<file path="src/rtl/eep_port_pkg.sv">
package eep_port_pkg;

  typedef int unsigned uint_t;

  typedef enum logic [1:0] {
    SEQ_IDLE,
    SEQ_RUN,
    SEQ_DONE
  } seq_state_e;

  // Serial clock half period in system clocks, never below four.
  function automatic uint_t half_period(input uint_t div);
    return (div < 4) ? 4 : div;
  endfunction

  // Read command: start bit 1, opcode 1 0, then an all-zero start address.
  function automatic logic read_cmd_bit(input uint_t idx);
    return idx < 2;
  endfunction

  // Word index for a data bit counted from the first data slot.
  function automatic uint_t word_of(input uint_t dbit, input uint_t wbits);
    return dbit / wbits;
  endfunction

  // True when a data bit is the last (LSB) bit of its word.
  function automatic logic last_bit_of_word(input uint_t dbit, input uint_t wbits);
    return (dbit % wbits) == wbits - 1;
  endfunction

endpackage

</file>
<file path="src/rtl/eep_presence_latch.sv">
module eep_presence_latch (
  input  logic clk,
  input  logic rst,
  input  logic pin_i,
  output logic present_o
);
  logic present_q;

  // Sampled on every edge in reset; the final edge's value remains.
  always_ff @(posedge clk) begin
    if (rst) present_q <= pin_i;
  end

  assign present_o = present_q;
endmodule

</file>
<file path="src/rtl/eep_sk_timer.sv">
module eep_sk_timer #(
  parameter int unsigned HALF = 4
) (
  input  logic clk,
  input  logic rst,
  input  logic run,
  output logic sk_o,
  output logic rise_o,
  output logic slot_end_o
);
  localparam int unsigned PERIOD = 2 * HALF;
  localparam int PC_W = $clog2(PERIOD);

  logic [PC_W-1:0] pc_q;

  always_ff @(posedge clk) begin
    if (rst || !run)                    pc_q <= '0;
    else if (pc_q == PC_W'(PERIOD - 1)) pc_q <= '0;
    else                                pc_q <= pc_q + 1'b1;
  end

  assign sk_o       = run && (pc_q >= PC_W'(HALF));
  assign rise_o     = run && (pc_q == PC_W'(HALF - 1));
  assign slot_end_o = run && (pc_q == PC_W'(PERIOD - 1));
endmodule

</file>
<file path="src/rtl/eep_read_seq.sv">
module eep_read_seq
  import eep_port_pkg::*;
#(
  parameter int unsigned HALF   = 4,
  parameter int unsigned NWORDS = 64,
  parameter int unsigned WORD_W = 16,
  localparam int unsigned ADDR_W = $clog2(NWORDS)
) (
  input  logic              clk,
  input  logic              rst,
  input  logic              present_i,
  input  logic              do_i,
  output logic              sk_o,
  output logic              cs_o,
  output logic              di_o,
  output logic              busy_o,
  output logic              done_o,
  output logic              word_valid_o,
  output logic [WORD_W-1:0] word_data_o,
  output logic [ADDR_W-1:0] word_addr_o
);
  localparam int unsigned CMD_LEN = 3 + ADDR_W;
  localparam int unsigned TOTAL   = CMD_LEN + NWORDS * WORD_W;
  localparam int SLOT_W = $clog2(TOTAL);

  seq_state_e        state_q;
  logic [SLOT_W-1:0] slot_q;
  logic [WORD_W-2:0] shift_q;
  logic              wvalid_q;
  logic [WORD_W-1:0] wdata_q;
  logic [ADDR_W-1:0] waddr_q;

  logic  run, rise, slot_end, in_data;
  uint_t slot_u, dbit;

  assign run     = (state_q == SEQ_RUN);
  assign slot_u  = uint_t'(slot_q);
  assign in_data = slot_u >= CMD_LEN;
  assign dbit    = slot_u - CMD_LEN;

  eep_sk_timer #(.HALF(HALF)) u_timer (
    .clk       (clk),
    .rst       (rst),
    .run       (run),
    .sk_o      (sk_o),
    .rise_o    (rise),
    .slot_end_o(slot_end)
  );

  always_ff @(posedge clk) begin
    if (rst) begin
      state_q  <= SEQ_IDLE;
      slot_q   <= '0;
      shift_q  <= '0;
      wvalid_q <= 1'b0;
      wdata_q  <= '0;
      waddr_q  <= '0;
    end else begin
      wvalid_q <= 1'b0;
      unique case (state_q)
        SEQ_IDLE: state_q <= present_i ? SEQ_RUN : SEQ_DONE;
        SEQ_RUN: begin
          if (rise && in_data) begin
            shift_q <= {shift_q[WORD_W-3:0], do_i};
            if (last_bit_of_word(dbit, WORD_W)) begin
              wvalid_q <= 1'b1;
              wdata_q  <= {shift_q, do_i};
              waddr_q  <= ADDR_W'(word_of(dbit, WORD_W));
            end
          end
          if (slot_end) begin
            if (slot_q == SLOT_W'(TOTAL - 1)) state_q <= SEQ_DONE;
            else                              slot_q  <= slot_q + 1'b1;
          end
        end
        default: ;
      endcase
    end
  end

  assign cs_o         = run;
  assign di_o         = run && !in_data && read_cmd_bit(slot_u);
  assign busy_o       = run;
  assign done_o       = (state_q == SEQ_DONE);
  assign word_valid_o = wvalid_q;
  assign word_data_o  = wdata_q;
  assign word_addr_o  = waddr_q;
endmodule

</file>
<file path="src/rtl/eep_pin_owner.sv">
module eep_pin_owner (
  input  logic       clk,
  input  logic       rst,
  input  logic       seq_busy_i,
  input  logic       seq_sk_i,
  input  logic       seq_cs_i,
  input  logic       seq_di_i,
  input  logic       host_we_i,
  input  logic [2:0] host_wdata_i,
  output logic [2:0] host_q_o,
  output logic       sk_o,
  output logic       cs_o,
  output logic       di_o,
  output logic       oe_o
);
  // host_q bit order: [0] clock, [1] chip select, [2] data in
  logic [2:0] host_q;
  logic       oe_q;

  always_ff @(posedge clk) begin
    if (rst) begin
      host_q <= '0;
      oe_q   <= 1'b0;
    end else begin
      oe_q <= 1'b1;
      if (host_we_i && !seq_busy_i) host_q <= host_wdata_i;
    end
  end

  assign sk_o     = oe_q & (seq_busy_i ? seq_sk_i : host_q[0]);
  assign cs_o     = oe_q & (seq_busy_i ? seq_cs_i : host_q[1]);
  assign di_o     = oe_q & (seq_busy_i ? seq_di_i : host_q[2]);
  assign oe_o     = oe_q;
  assign host_q_o = host_q;
endmodule

</file>
<file path="src/rtl/eeprom_port.sv">
module eeprom_port
  import eep_port_pkg::*;
#(
  parameter int unsigned DIV    = 4,
  parameter int unsigned NWORDS = 64,
  parameter int unsigned WORD_W = 16,
  localparam int unsigned ADDR_W = $clog2(NWORDS)
) (
  input  logic              clk,
  input  logic              rst,
  input  logic              sk_pin_i,
  input  logic              do_pin_i,
  output logic              sk_pin_o,
  output logic              cs_pin_o,
  output logic              di_pin_o,
  output logic              pins_oe_o,
  input  logic              host_we,
  input  logic [3:1]        host_wdata,
  output logic [6:0]        host_rdata,
  output logic              word_valid,
  output logic [WORD_W-1:0] word_data,
  output logic [ADDR_W-1:0] word_addr
);
  localparam int unsigned HALF = half_period(DIV);

  logic       present_q;
  logic       seq_busy, seq_done, seq_sk, seq_cs, seq_di;
  logic [2:0] host_q;

  eep_presence_latch u_presence (
    .clk      (clk),
    .rst      (rst),
    .pin_i    (sk_pin_i),
    .present_o(present_q)
  );

  eep_read_seq #(.HALF(HALF), .NWORDS(NWORDS), .WORD_W(WORD_W)) u_seq (
    .clk         (clk),
    .rst         (rst),
    .present_i   (present_q),
    .do_i        (do_pin_i),
    .sk_o        (seq_sk),
    .cs_o        (seq_cs),
    .di_o        (seq_di),
    .busy_o      (seq_busy),
    .done_o      (seq_done),
    .word_valid_o(word_valid),
    .word_data_o (word_data),
    .word_addr_o (word_addr)
  );

  eep_pin_owner u_owner (
    .clk         (clk),
    .rst         (rst),
    .seq_busy_i  (seq_busy),
    .seq_sk_i    (seq_sk),
    .seq_cs_i    (seq_cs),
    .seq_di_i    (seq_di),
    .host_we_i   (host_we),
    .host_wdata_i(host_wdata[3:1]),
    .host_q_o    (host_q),
    .sk_o        (sk_pin_o),
    .cs_o        (cs_pin_o),
    .di_o        (di_pin_o),
    .oe_o        (pins_oe_o)
  );

  // 6 done, 5 busy, 4 present, 3 data-in, 2 select, 1 clock, 0 data-out pin
  assign host_rdata = {seq_done, seq_busy, present_q, host_q[2], host_q[1], host_q[0], do_pin_i};
endmodule

</file>
<file path="config.mk">
export PLATFORM = sky130hd
export DESIGN_NAME = eeprom_port
export DESIGN_NICKNAME = d
export VERILOG_FILES = /design/src/rtl/eep_port_pkg.sv /design/src/rtl/eep_presence_latch.sv /design/src/rtl/eep_sk_timer.sv /design/src/rtl/eep_read_seq.sv /design/src/rtl/eep_pin_owner.sv /design/src/rtl/eeprom_port.sv
export SDC_FILE = /design/constraint.sdc
export NUM_CORES = 1
export LEC_CHECK = 0
export BUFFER_PORTS_ARGS = -buffer_cell sky130_fd_sc_hd__buf_2
export CORE_MARGIN = 5
export CORE_UTILIZATION = 51
export CTS_BUF_LIST = sky130_fd_sc_hd__clkbuf_16
export CTS_CLUSTER_SIZE = 16
export DETAILED_ROUTE_END_ITERATION = 10
export GPL_TIMING_DRIVEN = 0
export PLACE_DENSITY = 0.81
export SYNTH_ARGS = -nofsm -noshare
export SYNTH_HDL_FRONTEND = slang
export SYNTH_HIERARCHICAL = 1
export SYNTH_SLANG_ARGS = --single-unit
</file>
<file path="constraint.sdc">
create_clock -name clk -period 2 [get_ports clk]
set_input_delay 0.1 -clock clk [delete_from_list [all_inputs] [get_ports clk]]
set_output_delay 0.1 -clock clk [all_outputs]
set_load 0.03 [all_outputs]
</file>
**Yosys cells after proc, flatten, opt, wreduce, memory -nomap -nowiden**

Index checks and enable logic that the tools add are counted.

- Input bits: 8
- Output and inout bits: 34
- Logic and storage cells: 57
- Bits in registers: 59

- Bitwise operators: 6
- Reduce and logical (&&, ||, !) cells: 18
- Add/subtract/negate cells: 3
- Magnitude comparators: 3
- Mux-type cells: 9
- Eq/ne operators: 8

Operator list:

| cell | count |
|---|---|
| 11-bit by 1-bit adder with 11-bit output (second input constant) | 1 |
| 11-bit equality test (second input constant) | 1 |
| 11-bit by 4-bit >= comparator with 1-bit output (second input constant) | 1 |
| 11-bit by 2-bit < comparator with 1-bit output (second input constant) | 1 |
| 10-bit by 4-bit subtractor with 10-bit output (second input constant) | 1 |
| 3-bit AND reduction | 3 |
| 1-bit logical AND | 7 |
| 2-bit 2-to-1 mux | 3 |
| 1-bit 2-to-1 mux | 5 |
| 4-bit equality test (second input constant) | 1 |
| 2-bit inequality test (second input constant) | 2 |
| 2-bit one-hot mux with 2 select lines | 1 |
| 3-bit by 1-bit adder with 3-bit output (second input constant) | 1 |
| 1-bit bitwise AND | 3 |
| 3-bit by 2-bit equality test with 1-bit output (second input constant) | 1 |
| 3-bit equality test (second input constant) | 1 |
| 3-bit >= comparator (second input constant) | 1 |
| 1-bit inverter | 3 |
| 3-bit OR reduction | 1 |
| 2-bit by 1-bit equality test with 1-bit output (second input constant) | 1 |
| 2-bit equality test (second input constant) | 1 |
| 1-bit zero test | 2 |
| 2-bit zero test | 1 |
| 2-bit AND reduction | 1 |
| other kinds (3) | 3 |

**Longest topological paths before layout**

Gate-level depths: netlist of the first run.

- Depth in word-level cells: 6
- Gate-level depth with buffers: 9

**Modules after synthesis**

The synthesis of the first run kept the hierarchy.

Modules (own cells, without submodules):

| module | times used | sequential area each (um^2) | cells each | area an instance (um^2) |
|---|---|---|---|---|
| eep_read_seq | 1 | 1021.0 | 269 | 2339.7 |
| eep_pin_owner | 1 | 80.1 | 22 | 220.2 |
| eep_sk_timer | 1 | 60.1 | 13 | 151.4 |
| eep_presence_latch | 1 | 30.0 | 1 | 30.0 |
| eeprom_port | 1 | 0.0 | 4 | 30.0 |

**Worst setup path after synthesis of the first run**

OpenSTA, ideal clock, no wires.

- Path type: register to output
- From: reg u_seq.slot_q[1]
- To: out di_pin_o
- Stages on the path, launching flop included: 9
- Setup slack: -279 ps
- Arrival time: 2179 ps
- Buffers on the path: 1
- Cells stage by stage: dfxtp_1 > buf_6 > inv_1 > ha_1 > o41a_1 > or3_1 > nor4_1 > mux2i_1 > nor2b_1

- Word-level cells in the longest chain between the ends: 6
- Elaborated cells between the ends (all ways): 7

Ends and longest elaborated chain:

| element | RTL line | source |
|---|---|---|
| start: declaration | eep_read_seq.sv:27 | `logic [SLOT_W-1:0] slot_q;` |
| start signal: assignment | eep_read_seq.sv:73 | `else slot_q <= slot_q + 1'b1;` |
| 11-bit by 4-bit >= comparator with 1-bit output | eep_read_seq.sv:38 | `assign in_data = slot_u >= CMD_LEN;` |
| 1-bit zero test | eep_read_seq.sv:82 | `assign di_o = run && !in_data && read_cmd_bit(slot_u);` |
| 1-bit logical AND | eep_read_seq.sv:82 |  |
| 1-bit logical AND (*) | eep_read_seq.sv:82 |  |
| via seq_di | eeprom_port.sv:27 | `logic seq_busy, seq_done, seq_sk, seq_cs, seq_di;` |
| 1-bit 2-to-1 mux (*) | eep_pin_owner.sv:32 | `assign di_o = oe_q & (seq_busy_i ? seq_di_i : host_q[2]);` |
| 1-bit bitwise AND (*) | eep_pin_owner.sv:32 |  |
| end: declaration | eeprom_port.sv:15 | `output logic di_pin_o,` |

The timed path passes the listed nets; every way through them passes the cells marked *.

**Worst setup path after layout of the first run**

- From: reg u_seq.slot_q[7]
- To: out di_pin_o

Same word-level chain as after synthesis.

==> results of run 1 <==
## worst max-delay path by stage
stage | slack, ns | from | end
6_report | -0.34 | u_seq/slot_q[7]$_SDFFE_PP0P_ | di_pin_o
4_1_cts | -0.41 | u_seq/slot_q[1]$_SDFFE_PP0P_ | di_pin_o
2_1_floorplan | -0.05 | u_seq/slot_q[1]$_SDFFE_PP0P_ | di_pin_o
5_1_grt | -0.40 | u_seq/slot_q[7]$_SDFFE_PP0P_ | di_pin_o
3_3_place_gp | -0.22 | u_seq/slot_q[1]$_SDFFE_PP0P_ | di_pin_o
3_5_place_dp | -0.25 | u_seq/slot_q[1]$_SDFFE_PP0P_ | di_pin_o
## timing repair
action,4_1_cts,5_1_grt
pin swaps,6,5
hold buffers,1,0
endpoints found under the setup margin,44,43
buffers inserted,11,7
endpoints found under the hold margin,1,0
gates resized for setup,18,18
cloned,1,0
## synthesized netlist by cell type (all sizes together), types with 2 or more instances
cell     number
nor4b         2
nand4bb       3
nand2b        4
o31ai         2
nor2         12
nand2        34
nand4         5
xnor2         7
a21oi        45
clkbuf        7
inv           6
o311ai        2
mux2i         4
and2          3
o31a          2
nor4          2
o21ai        23
xor2          3
nor2b         6
ha            7
a211oi        8
dfxtp        58
nor3          2
or3           6
or4           3
buf          23
nand3        20
## cell families (layout without fill, tap and decap cells)
| group | count (synthesis) | count (layout) | synth area share |
|---|---|---|---|
| XOR/XNOR | 10 | 10 | 0.03160 |
| buffers and inverters | 36 | 112 | 0.08352 |
| flip-flops | 59 | 59 | 0.4298 |
| multiplexers | 4 | 4 | 0.01445 |
| AO/OA/AOI/OAI | 85 | 85 | 0.1977 |
| AND/OR/NAND/NOR | 108 | 108 | 0.2113 |
| adder cells (fa/ha/maj) | 7 | 7 | 0.03160 |
## power by group
group	internal [W]	switching, W	leakage (nW)
Sequential	0.00119	0.0000115	0.481
Combinational	0.0000700	0.000103	0.789
Clock	0.00115	0.000505	0.166
## critical path, cell delays in order (launching register included)
cell,delay (ns)
dfxtp_2,0.31
buf_6,0.11
or4_4,0.56
or3_4,0.42
nor4_4,0.14
mux2i_1,0.12
nor2b_2,0.13
buf_6,0.14
## metal layers
metal  up-vias  share of wire  GRT usage  wire [um]
met4         0          0.012    0.07895         88
met3         7          0.050    0.04047        358
li1       1234              -          -          -
met5         -              0          0          0
met2        71           0.51     0.3449       3692
met1      1228           0.43     0.2282       3074
## final cells by class
| type | instances | area [um2] |
|---|---|---|
| fill | 376 | 1503 |
| buffer | 29 | 227.7 |
| inverter | 6 | 25.02 |
| clock buffer | 10 | 250.2 |
| clock inverter | 6 | 77.57 |
| tap | 70 | 87.58 |
| sequential | 59 | 1197 |
| multi-input combinational | 214 | 1456 |
| timing repair buffer | 61 | 380.4 |
## state kept, by name, indices dropped and copies added, names as in the netlist
register              cells
u_presence/present_o      1
u_seq/u_timer/pc_q        3
u_seq/state_q             2
u_seq/word_data_o        16
u_seq/slot_q             11
u_seq/word_addr_o         6
u_seq/word_valid_o        1
u_owner/oe_o              1
u_owner/host_q_o          3
u_seq/shift_q            15
## per-stage QoR
stage          cell area [um2]  cells  utilization  hold slack [ns]
3_3_place_gp              3083    420       0.5923           0.2838
5_1_grt                   3702    455       0.7113          0.04951
2_1_floorplan             2790    309            -           0.1565
4_1_cts                   3572    448       0.6863          0.03060
3_5_place_dp              3083    420       0.5923           0.2781
6_report                  3702    455       0.7113          0.04173
==> flow_summary.ini, run 1 <==
[critical_path]
cp.required_ns = 1.90
reg2reg_depth = 11
path_class = register to output port
end_kind = output port
rr_endpoint = u_seq/word_data_o[6]$_SDFFE_PP0P_
rr_startpoint = u_seq/slot_q[1]$_SDFFE_PP0P_
path_max_fanout = 5
r2r_setup_slack_ns = -0.22
crit_path_start_kind = register
critPathArrivalTime_ns = 2.24

[routing]
drt-total-wl_um = 7213
first_pass_iters = 4
wire_per_inst_um = 15.85
routed-via-count = 2540
vias_per_cell = 5.582
postRouteAntennaNets = 0
drc = 0
drtIter0Drc = 211

[global_routing]
grt_max_degree = 13
grt_overflow = 0
gr-usage-all-layers = 0.1951
antenna_found_initial = 0
grt_pass1_wl_um = 11260
grt_pass1_vias = 2402

[die]
initial_core_util = 0.5325
dieArea_mm2 = 0.007008
fp.dieH_um = 83.72
die_w_um = 83.72
core_mm2 = 0.005205
ioPinCount = 42
rows = 26

[cells_and_area]
final_cell_mix = dfxtp_1, buf_2, nand2_1
nets = 395
antenna_cells = 0
drive_above_1_share = 0.3740
final_common_cell = dfxtp_1
area_growth_pct = 33.59

[hold_path]
hold_depth = 2
hold_start = rst
hold_class = input pin to register
min_to = u_owner/oe_o$_DFF_P_

[clock_network]
insertion_delay_ns = 0.32
clock_path_buffers = 2
htreeDepth = 3
cts_sinks = 59
cts_root_buf = clkbuf_16
cts_inserted_buffers = 9
clk_pin_slew_ns = 0.05
cts_tree = done

[power]
leakage_nw = 1.436
p_per_area_mw_per_mm2 = 819.3
p_total_w = 0.003033
vdd_drop_max_uv = 585.4

[synthesis]
ys.flop_type = dfxtp_1
synth_top_area_share = 0.4190
seq_area_frac_synth = 0.4298
synthArstFlopShare = 0
synth-seq-cells = 59
synthesis.area_mm2 = 0.002771
synth.distinct_cells = 49
yosysTopAreaCell = dfxtp_1
netlist_top_cells_area = dfxtp_1, a21oi_1, nand2_1, a21oi_2, buf_6
avgSynthCellArea_um2 = 8.969
syn-num-nets = 324
yosys_warnings = 6
synth-edff-count = 1
synthCells = 309

[timing]
fmaxAchievable_mhz = 427.3
rsz0062_at_grt = true
skew_ns = 0.006122
slew_headroom = 0.5259
hold_viol = 0
setup_ws_ns = -0.3405
slew_viol_final = 0
tightest_slew_ns = 0.7111
period_share = 1.170
fin_crit_ns = 2.340
fin_tns_setup_ns = -6.460
setup_viol = 38

[placed_design]
dp_slack_ns = -0.2472
gp_congestion = 0.8207
io_buffer_count = 41
place_hpwl_um = 4229

[status]
violations = setup timing
status = complete, but fails checks

[run]
drv_cap = 0
Power figures use the tool's default switching activity.
==> run 2: changes to the inputs <==
--- a/config.mk
+++ b/config.mk
@@ -14,3 +14,3 @@
 export GPL_TIMING_DRIVEN = 0
-export PLACE_DENSITY = 0.81
+export PLACE_DENSITY = 0.76
 export SYNTH_ARGS = -nofsm -noshare
==> constraint.sdc (replaced) <==
create_clock -name clk -period 2 [get_ports clk]
set_input_delay 0.2 -clock clk [delete_from_list [all_inputs] [get_ports clk]]
set_output_delay 0.2 -clock clk [all_outputs]
set_load 0.03 [all_outputs]
==> run 2 against run 1 <==
  * The flow still finishes with violations (setup timing)
  * Register-to-register slack improved by 0.07 ns
  * Worst setup slack worse by 0.14 ns
  * Power down 5.8%
  * Utilization down 1.2 points
  * Clock skew down 0.00065 ns
  * First-iteration DRC count shrank 2.8%
  * Final area down 1.7%
  * Global-route usage down 0.61 points
  * Critical path type unchanged
  * Largest power group unchanged
  * Highest routed layer unchanged
==> flow_summary.ini, run 2 (same netlist as run 1, synthesis figures left out) <==
[status]
status = complete, but fails checks
violations = setup timing

[clock_network]
cts_root_buf = clkbuf_16
cts_inserted_buffers = 9
cts_sinks = 59
insertion_delay_ns = 0.32
cts_tree = done
clk_pin_slew_ns = 0.05
cts_hold_buffers = 0
htreeDepth = 3
clock_path_buffers = 2

[placed_design]
dp_slack_ns = -0.3338
place_hpwl_um = 4231
io_buffer_count = 41
gp_congestion = 0.8051

[critical_path]
crit_path_start_kind = register
rr_startpoint = u_seq/slot_q[1]$_SDFFE_PP0P_
path_class = register to output port
crit_start = u_seq/slot_q[1]$_SDFFE_PP0P_
rr_endpoint = u_seq/word_data_o[5]$_SDFFE_PP0P_
cp.required_ns = 1.80
reg2reg_depth = 9
critPathArrivalTime_ns = 2.28
path_max_fanout = 5
end_kind = output port
r2r_setup_slack_ns = -0.15
cp-endpoint = di_pin_o

[routing]
postRouteAntennaNets = 0
first_pass_iters = 4
vias_per_cell = 5.632
drtIter0Drc = 205
drc = 0
routed-via-count = 2523
drt-total-wl_um = 7028
wire_per_inst_um = 15.69

[global_routing]
grt_max_degree = 16
grt_overflow = 0
grt_pass1_vias = 2430
antenna_found_initial = 0
grt_pass1_wl_um = 11030
gr-usage-all-layers = 0.1889

[cells_and_area]
fin_util = 0.6993
final_cell_mix = dfxtp_1, buf_2, nand2_1
largest_reg_flops = 16
nets = 388
area_growth_pct = 31.33
final_common_cell = dfxtp_1
antenna_cells = 0
drive_above_1_share = 0.3677

[timing]
fin_crit_ns = 2.476
setup_ws_ns = -0.4764
skew_ns = 0.005473
period_share = 1.238
fmaxAchievable_mhz = 403.8
slew_viol_final = 0
rsz0062_at_grt = true
setup_viol = 38
tightest_slew_ns = 0.7408
slew_headroom = 0.5061
hold_viol = 0

[power]
vdd_drop_max_uv = 481.2
p_per_area_mw_per_mm2 = 785.2
leakage_nw = 1.375

[die]
core_mm2 = 0.005205
die_w_um = 83.72
dieArea_mm2 = 0.007008
rows = 26
ioPinCount = 42
fp.dieH_um = 83.72
initial_core_util = 0.5325

[hold_path]
hold_class = input pin to register
hold_depth = 1

[run]
drv_cap = 0
[run 2: cell types whose count changed in the layout (fill, tap and decap cells not counted), moves of 2 or more]
| cell | before | now |
|---|---|---|
| buf_2 | 44 | 42 |
| a211oi_2 | 2 | 0 |
| buf_4 | 22 | 17 |
| a211oi_1 | 6 | 8 |
| nand3_1 | 15 | 13 |
[run 2: per-layer routing]
layer,up-vias,global-route usage,wire [um]
li1,1223,-,-
met5,-,0,0
met1,1213,0.2246,2803
met4,0,0.08626,149
met3,15,0.03554,317
met2,72,0.3275,3757
[run 2: worst max-delay path, stage by stage, from the launching register on]
cell     delay (ns)
dfxtp_4        0.38
inv_4          0.04
ha_4           0.15
o41a_1         0.44
or3_4          0.43
nor4_4         0.14
mux2i_1        0.12
nor2b_2        0.13
buf_6          0.14
[run 2: what timing repair did]
action | in CTS | in global routing
gates cloned | 0 | 2
endpoints found under the hold margin | 0 | 0
buffers inserted | 6 | 7
pin swaps | 5 | 8
endpoints found under the setup margin | 43 | 40
gates resized for setup | 22 | 16
[run 2: how the worst min path moves through the flow]
stage	from	endpoint	slack, ns
after floorplan	rst	u_owner/oe_o$_DFF_P_	0.26
after global placement	sk_pin_i	u_presence/present_o$_DFFE_PP_	0.38
after detailed placement	sk_pin_i	u_presence/present_o$_DFFE_PP_	0.38
after CTS	sk_pin_i	u_presence/present_o$_DFFE_PP_	0.05
after global routing	sk_pin_i	u_presence/present_o$_DFFE_PP_	0.05
final	sk_pin_i	u_presence/present_o$_DFFE_PP_	0.05
[run 2: power by group]
part / internal [W] / leakage (nW) / switching [W]
clock network: 0.000958 / 0.145 / 0.000535
logic: 0.0000667 / 0.749 / 0.0000969
registers: 0.00119 / 0.481 / 0.0000101
[run 2: layout make-up]
cell class / count / area [um2]
clock inverter: 7 / 67.56
multi-input combinational: 214 / 1461
inverter: 6 / 25.02
clock buffer: 9 / 225.2
timing repair buffer: 55 / 350.3
tap: 70 / 87.58
buffer: 28 / 222.7
fill: 400 / 1565
sequential: 59 / 1200
[run 2: stage by stage]
stage | power (W) | std cells | TNS, ns | instance area [um2] | hold slack, ns
floorplan | 0.001330 | 309 | -0.1533 | 2790 | 0.2565
global placement | 0.001371 | 420 | -4.385 | 3083 | 0.3795
detailed placement | 0.001372 | 420 | -6.689 | 3083 | 0.3794
CTS | 0.002864 | 441 | -0.6849 | 3506 | 0.04726
global route | 0.002946 | 448 | -5.854 | 3640 | 0.04515
finish | 0.002858 | 448 | -4.436 | 3640 | 0.05328
==> run 3: changes to the inputs <==
CORE_UTILIZATION = 50   (was 51)
PLACE_DENSITY = 0.75   (was 0.76)
SYNTH_HIERARCHICAL = not set   (was 1)
==> run 3 against run 2 <==
  * The flow still finishes with violations (setup timing)
  * Worst setup slack better by 0.41 ns
  * Clock skew increased by 0.00088 ns
  * Hold slack got worse by 0.0032 ns
  * Utilization is 2.9 points higher
  * Area after synthesis shrank 4.3%
  * Via count increased by 3.6%
  * Maximum frequency increased by 20%
  * Sequential power about the same
  * First-iteration DRC count down 12%
  * Critical path type is now register to register
  * Largest cell class unchanged
  * Largest power group unchanged
==> flow_summary.ini, run 3 <==
[status]
status = complete, but fails checks
violations = setup timing

[synthesis]
ys.flop_type = dfxtp_1
synthesis.area_mm2 = 0.002651
synth_compound_area_frac = 0.1921
seq_area_frac_synth = 0.4493
synth-simple-area-share = 0.2128
yosysMostFrequentCell = dfxtp_1
syn-num-nets = 323
netlist_top_cells_area = dfxtp_1, a21oi_1, nand2_1, nand3_1, ha_1
synthArstFlopShare = 0
synthXorXnorAreaFrac = 0.03634
synth_top_family_by_area = simple AND/OR/NAND/NOR gates
muxShareOfSynthArea = 0.004247
synth.distinct_cells = 46
yosys_warnings = 0
synthTopCellsByCount = dfxtp_1, a21oi_1, nand2_1
synth-seq-cells = 59
synth_adder_area_share = 0.03303
yosysTopAreaCell = dfxtp_1
synth-edff-count = 1
synthCells = 308
avgSynthCellArea_um2 = 8.608
synth_top_area_share = 0.4379

[timing]
slew_headroom = 0.4653
period_share = 1.033
skew_ns = 0.006355
fin_tns_setup_ns = -0.1851
hold_viol = 0
slew_viol_final = 0
setup_ws_ns = -0.06626
fmaxAchievable_mhz = 484.0
whs_ns = 0.05007
tightest_slew_ns = 0.8020
setup_viol = 11
rsz0062_at_grt = true
fin_crit_ns = 2.066

[cells_and_area]
drive_above_1_share = 0.3789
n_fill_cell = 367
largest_reg_flops = 16
final_common_cell = dfxtp_1
final_cell_mix = dfxtp_1, buf_2, nand2_1
nets = 390
antenna_cells = 0
instances_no_fill = 450
area_growth_pct = 41.15

[die]
initial_core_util = 0.5158
dieArea_mm2 = 0.006859
die_w_um = 82.82
rows = 26
core_mm2 = 0.005140
fp.dieH_um = 82.82
ioPinCount = 42

[clock_network]
cts_sinks = 59
clk_pin_slew_ns = 0.05
clock_path_buffers = 2
cts_hold_buffers = 0
cts_tree = done
htreeDepth = 3
cts_root_buf = clkbuf_16
cts_inserted_buffers = 9
insertion_delay_ns = 0.33

[placed_design]
io_buffer_count = 41
gp_congestion = 0.8274
dp_slack_ns = -0.2160
place_hpwl_um = 4285
dp.cells = 419

[critical_path]
path_class = register to register
critPathArrivalTime_ns = 2.29
path_max_fanout = 5
cp.required_ns = 2.22
r2r_setup_slack_ns = -0.07
reg2reg_depth = 5
end_kind = register
rr_startpoint = u_seq.slot_q[5]$_SDFFE_PP0P_
crit_path_start_kind = register
rr_endpoint = u_seq.slot_q[2]$_SDFFE_PP0P_

[global_routing]
grt_pass1_vias = 2447
antenna_found_initial = 0
gr-usage-all-layers = 0.2213
grt_use_met2 = 0.3586
grt_overflow = 0
busiest_layer = met2
use_met1 = 0.2759
grt_pass1_wl_um = 12280
grtUsageMet3 = 0.06139
grt_max_degree = 11

[power]
vdd_drop_max_uv = 690.6
p_per_area_mw_per_mm2 = 807.3
p_total_w = 0.003021
leakage_nw = 1.448

[routing]
postRouteAntennaNets = 0
wire_per_inst_um = 17.81
routed-via-count = 2614
drt-total-wl_um = 8014
vias_per_cell = 5.809
first_pass_iters = 5
drtIter0Drc = 181
drc = 0

[hold_path]
hold_class = input pin to register
hold_start = sk_pin_i
hold_depth = 1
min_to = u_presence.present_o$_DFFE_PP_

[run]
drv_cap = 0
## run 3: worst max path at each step
stage	start	end	slack [ns]	depth (start not counted)
after floorplan	u_seq.slot_q[4]$_SDFFE_PP0P_	u_seq.slot_q[2]$_SDFFE_PP0P_	0.0003	6
after global placement	u_seq.slot_q[1]$_SDFFE_PP0P_	u_seq.word_data_o[1]$_SDFFE_PP0P_	-0.21	9
after detailed placement	u_seq.slot_q[1]$_SDFFE_PP0P_	u_seq.word_data_o[1]$_SDFFE_PP0P_	-0.22	9
after CTS	u_seq.slot_q[1]$_SDFFE_PP0P_	u_seq.word_data_o[1]$_SDFFE_PP0P_	-0.09	10
after global routing	u_seq.slot_q[5]$_SDFFE_PP0P_	u_seq.word_data_o[5]$_SDFFE_PP0P_	-0.11	8
final	u_seq.slot_q[5]$_SDFFE_PP0P_	u_seq.slot_q[2]$_SDFFE_PP0P_	-0.07	5
## run 3: final cells by class
class,count,area [um2],share of cell area
timing repair buffer,63,474.2,0.1267
clock buffer,10,250.2,0.06687
clock inverter,6,78.83,0.02106
tap,70,87.58,0.02340
inverter,7,32.53,0.008693
sequential,59,1205,0.3220
buffer,21,170.2,0.04547
multi-input combinational,214,1444,0.3858
## run 3: cells by family after synthesis
group	after synthesis
buf+inv	35
compound gates	84
fa+ha+maj	7
xor+xnor	11
simple gates	111
mux	1
flops	59
## run 3: routing by layer
layer | vias up | wire length, um
met5 | - | 0
met4 | 0 | 153
met3 | 17 | 601
met2 | 119 | 4000
met1 | 1259 | 3259
li1 | 1219 | -
## run 3: through the flow
step	instance area (um2)	util
after floorplan	2658	-
after detailed placement	2950	0.5740
after CTS	3586	0.6977
final	3742	0.7281
after global routing	3742	0.7281
after global placement	2950	0.5740
## run 3: power by group
group	internal, W	leakage (nW)	switching [W]
Sequential	0.00119	0.482	0.0000128
Combinational	0.0000433	0.803	0.0000944
Clock	0.00115	0.164	0.000531
Total	0.00238	1.45	0.000638
## run 3: timing repair
item,4_1_cts,5_1_grt
endpoints found under the setup margin,44,49
pin swaps,14,13
gates cloned,3,1
resized for setup,49,33
hold endpoints to repair,0,0
buffers inserted,13,5
## run 3: critical path, stage by stage, from the launching register on
cell	delay [ns]
dfxtp_4	0.35
or4_4	0.57
buf_4	0.17
or4_4	0.47
nand3_2	0.09
mux2_1	0.31
